==> src/rtl/recip_est_pkg.sv <==
package recip_est_pkg;

  localparam int unsigned FP_W    = 32;
  localparam int unsigned EXP_W   = 8;
  localparam int unsigned FRAC_W  = 23;
  localparam int unsigned EST_W   = 9;
  localparam int unsigned FLAG_W  = 6;
  localparam int unsigned LOOKUP_W = EST_W - 1;

  localparam logic [EXP_W-1:0] EXP_MAX  = '1;
  localparam logic [EXP_W-1:0] EXP_BIAS2 = 8'd253;

  localparam int unsigned FL_INV = 0;
  localparam int unsigned FL_DZ  = 1;
  localparam int unsigned FL_OVF = 2;
  localparam int unsigned FL_UNF = 3;
  localparam int unsigned FL_INX = 4;
  localparam int unsigned FL_IDN = 5;

  typedef enum logic [1:0] {
    RM_NEAREST = 2'd0,
    RM_POS     = 2'd1,
    RM_NEG     = 2'd2,
    RM_ZERO    = 2'd3
  } rmode_e;

  localparam logic [FP_W-1:0] DEFAULT_NAN = 32'h7FC0_0000;
  localparam logic [FP_W-2:0] MAX_FINITE  = 31'h7F7F_FFFF;

endpackage

==> src/rtl/recip_est_core.sv <==
module recip_est_core #(
  parameter int unsigned EST_W = 9
) (
  input  logic [EST_W-2:0] frac_top,
  output logic [EST_W-2:0] est_low
);
  localparam int unsigned DEN_W = EST_W + 1;
  localparam int unsigned NUM_W = 2 * EST_W + 2;

  // Leading one of the operand and of the estimate are implicit.
  function automatic logic [EST_W-2:0] estimate(input logic [EST_W-2:0] t);
    logic [DEN_W-1:0] den;
    logic [NUM_W-1:0] num;
    logic [DEN_W:0]   rem;
    logic [NUM_W-1:0] quo;
    logic [NUM_W-1:0] rnd;
    den = {1'b1, t, 1'b1};
    num = '0;
    num[NUM_W-1] = 1'b1;
    rem = '0;
    quo = '0;
    for (int i = NUM_W - 1; i >= 0; i--) begin
      rem = {rem[DEN_W-1:0], num[i]};
      if (rem >= {1'b0, den}) begin
        rem    = rem - {1'b0, den};
        quo[i] = 1'b1;
      end
    end
    rnd = (quo + 1'b1) >> 1;
    return rnd[EST_W-2:0];
  endfunction

  always_comb est_low = estimate(frac_top);

endmodule

==> src/rtl/recip_est_special.sv <==
module recip_est_special
  import recip_est_pkg::*;
(
  input  logic [FP_W-1:0]   x,
  input  logic [1:0]        rmode,
  input  logic              ftz,
  input  logic              dnan,
  output logic [FP_W-1:0]   res,
  output logic [FLAG_W-1:0] flg
);
  logic              sgn;
  logic [EXP_W-1:0]  ex;
  logic [FRAC_W-1:0] fr;
  logic              squash;
  logic [FRAC_W-1:0] fr_eff;
  logic              is_nan, is_inf, is_zero, is_tiny, is_big;
  logic              to_inf;
  logic              eff_neg;
  logic [LOOKUP_W-1:0] top8;
  logic [LOOKUP_W-1:0] est;
  logic [EXP_W+1:0]  rexp;
  logic              r_den0, r_denm1;

  assign sgn = x[FP_W-1];
  assign ex  = x[FP_W-2:FRAC_W];
  assign fr  = x[FRAC_W-1:0];

  assign squash  = ftz && (ex == '0) && (fr != '0);
  assign fr_eff  = squash ? '0 : fr;
  assign is_nan  = (ex == EXP_MAX) && (fr != '0);
  assign is_inf  = (ex == EXP_MAX) && (fr == '0);
  assign is_zero = (ex == '0) && (fr_eff == '0);
  assign is_tiny = (ex == '0) && (fr_eff[FRAC_W-1:FRAC_W-2] == 2'b00);
  assign is_big  = ftz && (ex >= EXP_BIAS2);

  always_comb begin
    unique case (rmode_e'(rmode))
      RM_NEAREST: to_inf = 1'b1;
      RM_POS:     to_inf = !sgn;
      RM_NEG:     to_inf = sgn;
      default:    to_inf = 1'b0;
    endcase
  end

  // Denormal operand normalisation.
  assign eff_neg = (ex == '0) && !fr[FRAC_W-1];
  always_comb begin
    if (ex != '0)            top8 = fr[FRAC_W-1:FRAC_W-LOOKUP_W];
    else if (fr[FRAC_W-1])   top8 = fr[FRAC_W-2:FRAC_W-LOOKUP_W-1];
    else                     top8 = fr[FRAC_W-3:FRAC_W-LOOKUP_W-2];
  end

  recip_est_core #(.EST_W(EST_W)) u_core (
    .frac_top (top8),
    .est_low  (est)
  );

  assign rexp    = {2'b00, EXP_BIAS2} - {2'b00, ex} + {{(EXP_W+1){1'b0}}, eff_neg};
  assign r_den0  = (rexp == '0);
  assign r_denm1 = (rexp == '1);

  always_comb begin
    res = '0;
    flg = '0;
    flg[FL_IDN] = squash;
    if (is_nan) begin
      flg[FL_INV] = !fr[FRAC_W-1];
      res = dnan ? DEFAULT_NAN : (x | (32'h1 << (FRAC_W - 1)));
    end else if (is_inf) begin
      res = {sgn, {(FP_W-1){1'b0}}};
    end else if (is_zero) begin
      flg[FL_DZ] = 1'b1;
      res = {sgn, EXP_MAX, {FRAC_W{1'b0}}};
    end else if (is_tiny) begin
      flg[FL_OVF] = 1'b1;
      flg[FL_INX] = 1'b1;
      res = to_inf ? {sgn, EXP_MAX, {FRAC_W{1'b0}}} : {sgn, MAX_FINITE};
    end else if (is_big) begin
      flg[FL_UNF] = 1'b1;
      res = {sgn, {(FP_W-1){1'b0}}};
    end else if (r_den0) begin
      res = {sgn, {EXP_W{1'b0}}, 1'b1, est, {(FRAC_W-LOOKUP_W-1){1'b0}}};
    end else if (r_denm1) begin
      res = {sgn, {EXP_W{1'b0}}, 2'b01, est, {(FRAC_W-LOOKUP_W-2){1'b0}}};
    end else begin
      res = {sgn, rexp[EXP_W-1:0], est, {(FRAC_W-LOOKUP_W){1'b0}}};
    end
  end

endmodule

==> src/rtl/recip_est.sv <==
module recip_est
  import recip_est_pkg::*;
(
  input  logic              clk,
  input  logic              rst_n,
  input  logic              in_valid,
  input  logic [31:0]       in_data,
  input  logic [1:0]        in_rmode,
  input  logic              in_ftz,
  input  logic              in_dnan,
  output logic              out_valid,
  output logic [31:0]       out_data,
  output logic [5:0]        out_flags
);
  logic [1:0]        rst_sync_q;
  logic              rst_int_n;
  logic [FP_W-1:0]   comb_res;
  logic [FLAG_W-1:0] comb_flg;
  logic              valid_d, valid_q;
  logic [FP_W-1:0]   data_d, data_q;
  logic [FLAG_W-1:0] flg_d, flg_q;
  logic              cap_en;

  // Reset: asserted asynchronously, released on a clock edge.
  always_ff @(posedge clk or negedge rst_n) begin
    if (!rst_n) rst_sync_q <= 2'b00;
    else        rst_sync_q <= {rst_sync_q[0], 1'b1};
  end
  assign rst_int_n = rst_sync_q[1];

  recip_est_special u_special (
    .x     (in_data),
    .rmode (in_rmode),
    .ftz   (in_ftz),
    .dnan  (in_dnan),
    .res   (comb_res),
    .flg   (comb_flg)
  );

  assign cap_en = in_valid;

  always_comb begin
    valid_d = in_valid;
    data_d  = data_q;
    flg_d   = flg_q;
    if (cap_en) begin
      data_d = comb_res;
      flg_d  = comb_flg;
    end
  end

  always_ff @(posedge clk or negedge rst_int_n) begin
    if (!rst_int_n) begin
      valid_q <= 1'b0;
      data_q  <= '0;
      flg_q   <= '0;
    end else begin
      valid_q <= valid_d;
      data_q  <= data_d;
      flg_q   <= flg_d;
    end
  end

  assign out_valid = valid_q;
  assign out_data  = data_q;
  assign out_flags = flg_q;

endmodule

==> config.mk <==
export PLATFORM = sky130hd
export DESIGN_NAME = recip_est
export DESIGN_NICKNAME = d
export VERILOG_FILES = /design/src/rtl/recip_est_pkg.sv /design/src/rtl/recip_est_core.sv /design/src/rtl/recip_est_special.sv /design/src/rtl/recip_est.sv
export SDC_FILE = /design/constraint.sdc
export NUM_CORES = 1
export LEC_CHECK = 0
export ABC_AREA = 1
export BUFFER_PORTS_ARGS = -buffer_cell sky130_fd_sc_hd__buf_4
export CORE_ASPECT_RATIO = 1.4
export CORE_MARGIN = 3
export CORE_UTILIZATION = 55
export CTS_CLUSTER_DIAMETER = 120
export DETAILED_ROUTE_END_ITERATION = 6
export PLACE_DENSITY = 0.79
export SLEW_MARGIN = 20
export SYNTH_ARGS = -nofsm -noshare
export SYNTH_HDL_FRONTEND = slang
export SYNTH_HIERARCHICAL = 1
export SYNTH_SLANG_ARGS = --single-unit
==> constraint.sdc <==
create_clock -name clk -period 1.2 [get_ports clk]
set_input_delay 0.24 -clock clk [delete_from_list [all_inputs] [get_ports clk]]
set_output_delay 0.24 -clock clk [all_outputs]
set_load 0.02 [all_outputs]
==> flow_summary.json, run 1 <==
{
  "status": "aborted with a tool error",
  "failed_stage": "5_1_grt",
  "stop_error": "[ERROR GRT-0116] Global routing finished with congestion. Check the congestion regions in the DRC Viewer.",
  "synth-seq-cells": 41,
  "cts_htree_levels": 2,
  "yosysWarnings": 6,
  "syn_inst": 1111,
  "grt_pass1_wl_um": 74500,
  "synth.most_common_cell": "nand2_1",
  "overflow": 16,
  "cts_root_buf": "clkbuf_16",
  "synth_edf_count": 0,
  "start_util_pct": 57.4,
  "io_buffers": 77,
  "grt_max_degree": 40,
  "grt_pass1_vias": 13500,
  "clock_path_buffers": 2,
  "synthFlopType": "dfrtp_1",
  "syn_area_um2": 6920,
  "cts_num_sinks": 41,
  "ys_top_cells_by_count": "nand2_1, inv_1, o21ai_0, ha_1, nand3_1",
  "postSynthAreaPerCell_um2": 6.23,
  "yosys.area.top_type": "nand2_1",
  "gp_congestion": 0.935,
  "synth-async-reset-ratio_pct": 100,
  "io_pins": 78,
  "grt_usage_pct": 67.8,
  "dpl.hpwl_um": 18400,
  "die_w_um": 101,
  "yosysSeqAreaShare_pct": 14.8,
  "synth_cell_type_count": 38,
  "yosysTopAreaCellShare_pct": 21.5,
  "numCtsBuffers": 5,
  "syn-num-nets": 1236,
  "die_height_um": 139,
  "std_cell_rows": 47,
  "synthTopCellsByArea": "nand2_1, dfrtp_1, ha_1, inv_1, o21ai_0"
}
==> metal layers <==
layer  overflow  global-route usage [%]
met1          0                    62.8
met2          9                    89.7
met3          0                    45.7
met4          7                    76.9
met5          0                    10.6
==> logic make-up after synthesis <==
kind of cell	synth area share, %
XOR/XNOR	5.82
AND/OR/NAND/NOR	39.9
AO/OA/AOI/OAI	12.6
buffers and inverters	10.5
adder cells (fa/ha/maj)	16.4
flip-flops	14.8
other	0.0542
==> through the flow <==
step | hold slack [ns] | TNS (ns) | instances | cell area [um^2] | worst slack (ns)
2_1_floorplan | -0.0556 | -152.99 | 1111 | 7330 | -13.85
4_1_cts | 0.141 | -149.42 | 1692 | 11500 | -12.94
3_3_place_gp | 0.0214 | -166.10 | 1605 | 10100 | -13.54
3_5_place_dp | 0.0248 | -175.08 | 1605 | 10100 | -14.25
==> timing repair <==
item                                    CTS
buffers inserted                         75
endpoints found under the setup margin   38
hold buffers                              1
hold endpoints to repair                  2
gates resized for setup                 175
cloned                                    4
pin swaps                               115
==> run 2: changes to the inputs <==
--- a/config.mk
+++ b/config.mk
@@ -7,12 +7,10 @@
 export LEC_CHECK = 0
 export ABC_AREA = 1
 export BUFFER_PORTS_ARGS = -buffer_cell sky130_fd_sc_hd__buf_4
-export CORE_ASPECT_RATIO = 1.4
 export CORE_MARGIN = 3
-export CORE_UTILIZATION = 55
-export CTS_CLUSTER_DIAMETER = 120
+export CORE_UTILIZATION = 40
 export DETAILED_ROUTE_END_ITERATION = 6
-export PLACE_DENSITY = 0.79
+export PLACE_DENSITY_LB_ADDON = 0.15
 export SLEW_MARGIN = 20
 export SYNTH_ARGS = -nofsm -noshare
 export SYNTH_HDL_FRONTEND = slang
==> constraint.sdc (replaced) <==
create_clock -name clk -period 1.6 [get_ports clk]
set_input_delay 0.32 -clock clk [delete_from_list [all_inputs] [get_ports clk]]
set_output_delay 0.32 -clock clk [all_outputs]
set_load 0.02 [all_outputs]
==> flow_summary.json, run 2 <==
{
  "path_max_fanout": 7,
  "syn_area_um2": 6920,
  "io_buffers": 77,
  "startpoint_type": "input port",
  "largest_register_ffs": 32,
  "regToRegStartpoint": "out_data[18]$_DFFE_PN0P_",
  "n_antenna_cell": 0,
  "cpLargestDelayFamily": "simple AND/OR/NAND/NOR gates",
  "synthTopCellsByArea": "nand2_1, dfrtp_1, ha_1, inv_1, o21ai_0",
  "rsz0062_at_grt": "true",
  "synth-seq-cells": 41,
  "worst_slack_ns": -13.51,
  "clock_latency_ns": 0.29,
  "layout-drive-gt1-share_pct": 49.2,
  "violations": "setup timing",
  "crit_type": "input port to flip-flop",
  "io_pins": 78,
  "cp_data_arrival_time_ns": 15.34,
  "viasPerCell": 4.95,
  "grt_max_degree": 40,
  "final_cell_mix": "buf_4, nand2_1, inv_1",
  "timing.rr.end": "out_data[18]$_DFFE_PN0P_",
  "required_ns": 1.82,
  "die_height_um": 138,
  "dpl.hpwl_um": 17500,
  "r2r_setup_slack_ns": 0.95,
  "clock_skew_ns": 0.00590,
  "cts_htree_levels": 2,
  "drc": 0,
  "synth.most_common_cell": "nand2_1",
  "synth_adder_area_share_pct": 16.4,
  "cts_root_buf": "clkbuf_16",
  "antenna_found_initial": 0,
  "drtPass1Iterations": 5,
  "reg2reg_depth": 2,
  "start_util_pct": 41.3,
  "core_region_area_um2": 16800,
  "clk_pin_slew_ns": 0.06,
  "slew_viol_final": 0,
  "die_area_um2": 18900,
  "wire_per_inst_um": 14.3,
  "yosys.area_share.simple_pct": 39.9,
  "end_kind": "flip-flop",
  "hold_viol_final": 0,
  "postSynthAreaPerCell_um2": 6.23,
  "finalSetupViolCount": 35,
  "yosys.area.top_type": "nand2_1",
  "hold_path.class": "flip-flop to async pin",
  "std_cell_rows": 47,
  "maxCapViolations": 0,
  "final_common_cell": "buf_4",
  "overflow": 0,
  "nets": 1714,
  "syn_to_final_growth_pct": 80.2,
  "grt_usage_pct": 24.5,
  "die_w_um": 138,
  "synth_compound_gate_area_share_pct": 12.6,
  "yosysTopAreaCellShare_pct": 21.5,
  "cts_num_sinks": 41,
  "syn-num-nets": 1236,
  "drtIter0Drc": 458,
  "synth_cell_type_count": 38,
  "cp.depth": 120,
  "gp_congestion": 0.880,
  "max_stage_delay_ns": 0.38,
  "grt_pass1_vias": 8344,
  "slowest_stage": "fa_2",
  "ys_top_cells_by_count": "nand2_1, inv_1, o21ai_0, ha_1, nand3_1",
  "routed_wl_um": 25900,
  "num-fill-cells": 1234,
  "crit_buf_inv": 28,
  "yosysWarnings": 6,
  "syn_inst": 1111,
  "tritoncts": "done",
  "period_needed_ns": 15.11,
  "numCtsBuffers": 5,
  "synth_top_family_by_area": "simple AND/OR/NAND/NOR gates",
  "drtAntennaViolNets": 0,
  "cp_common_cell": "nand2_1",
  "status": "complete, but fails checks",
  "fmax_mhz": 66.2,
  "synthFlopType": "dfrtp_1",
  "fin_crit_sh_pct": 945,
  "grt_pass1_wl_um": 38100,
  "synth-async-reset-ratio_pct": 100,
  "synth_edf_count": 0,
  "yosysSeqAreaShare_pct": 14.8,
  "synth_xor_xnor_area_share_pct": 5.82,
  "vias": 8962,
  "post-place-ws_ns": -13.88,
  "clock_path_buffers": 2,
  "synth_mux_area_share_pct": 0
}
[run 2: area by class of cell]
class / instances / area, um^2 / area share (%)
Timing Repair inverter: 1 / 8.76 / 0.0702
Sequential cell: 41 / 1030 / 8.23
Multi-Input combinational cell: 898 / 6430 / 51.6
Timing Repair Buffer: 493 / 3920 / 31.4
Inverter: 149 / 639 / 5.13
Clock inverter: 2 / 37.5 / 0.301
Clock buffer: 6 / 139 / 1.11
Tap cell: 220 / 275 / 2.21
[run 2: stage by stage]
stage          area [um^2]  utilization (%)  setup TNS [ns]  std cells  hold slack (ns)
6_report             12500             74.4         -148.05       1810            0.291
5_1_grt              12500             74.4         -160.60       1810            0.358
4_1_cts              11600             69.2         -138.51       1770            0.317
3_5_place_dp         10200             61.1         -160.65       1685            0.104
3_3_place_gp         10200             61.1         -155.63       1685            0.103
2_1_floorplan         7290                -         -141.92       1111           0.0244
[run 2: worst max-delay path by stage]
stage | from | slack, ns | endpoint
finish | in_data[23] | -13.51 | out_data[18]$_DFFE_PN0P_
global route | in_data[23] | -14.54 | out_data[21]$_DFFE_PN0P_
CTS | in_data[23] | -12.77 | out_data[21]$_DFFE_PN0P_
detailed placement | in_data[29] | -13.88 | out_data[21]$_DFFE_PN0P_
global placement | in_data[29] | -13.43 | out_data[18]$_DFFE_PN0P_
floorplan | in_data[23] | -13.53 | out_data[21]$_DFFE_PN0P_
[run 2: cell families after synthesis]
family          Yosys count
xor+xnor                 46
other cells               1
simple gates            601
compound gates          162
flops                    41
buf+inv                 174
fa+ha+maj                86
[run 2: metal layers]
metal	vias up	part of all wire [%]	GRT usage, %
met3	50	3.6	1.02
met2	211	53	47.4
met5	-	0	0
met4	0	2.0	6.04
met1	4160	41	29.4
li1	4541	-	-
[run 2: what timing repair did]
action	4_1_cts	5_1_grt
endpoints found under the hold margin	2	0
pin swaps	112	139
setup endpoints to repair	36	36
cloned	4	1
setup buffers	74	45
hold buffers	1	0
gates resized for setup	158	134
Power of run 2 is not shown: default switching activity piles up to over one toggle a cycle in this logic, so the estimate is an artifact.
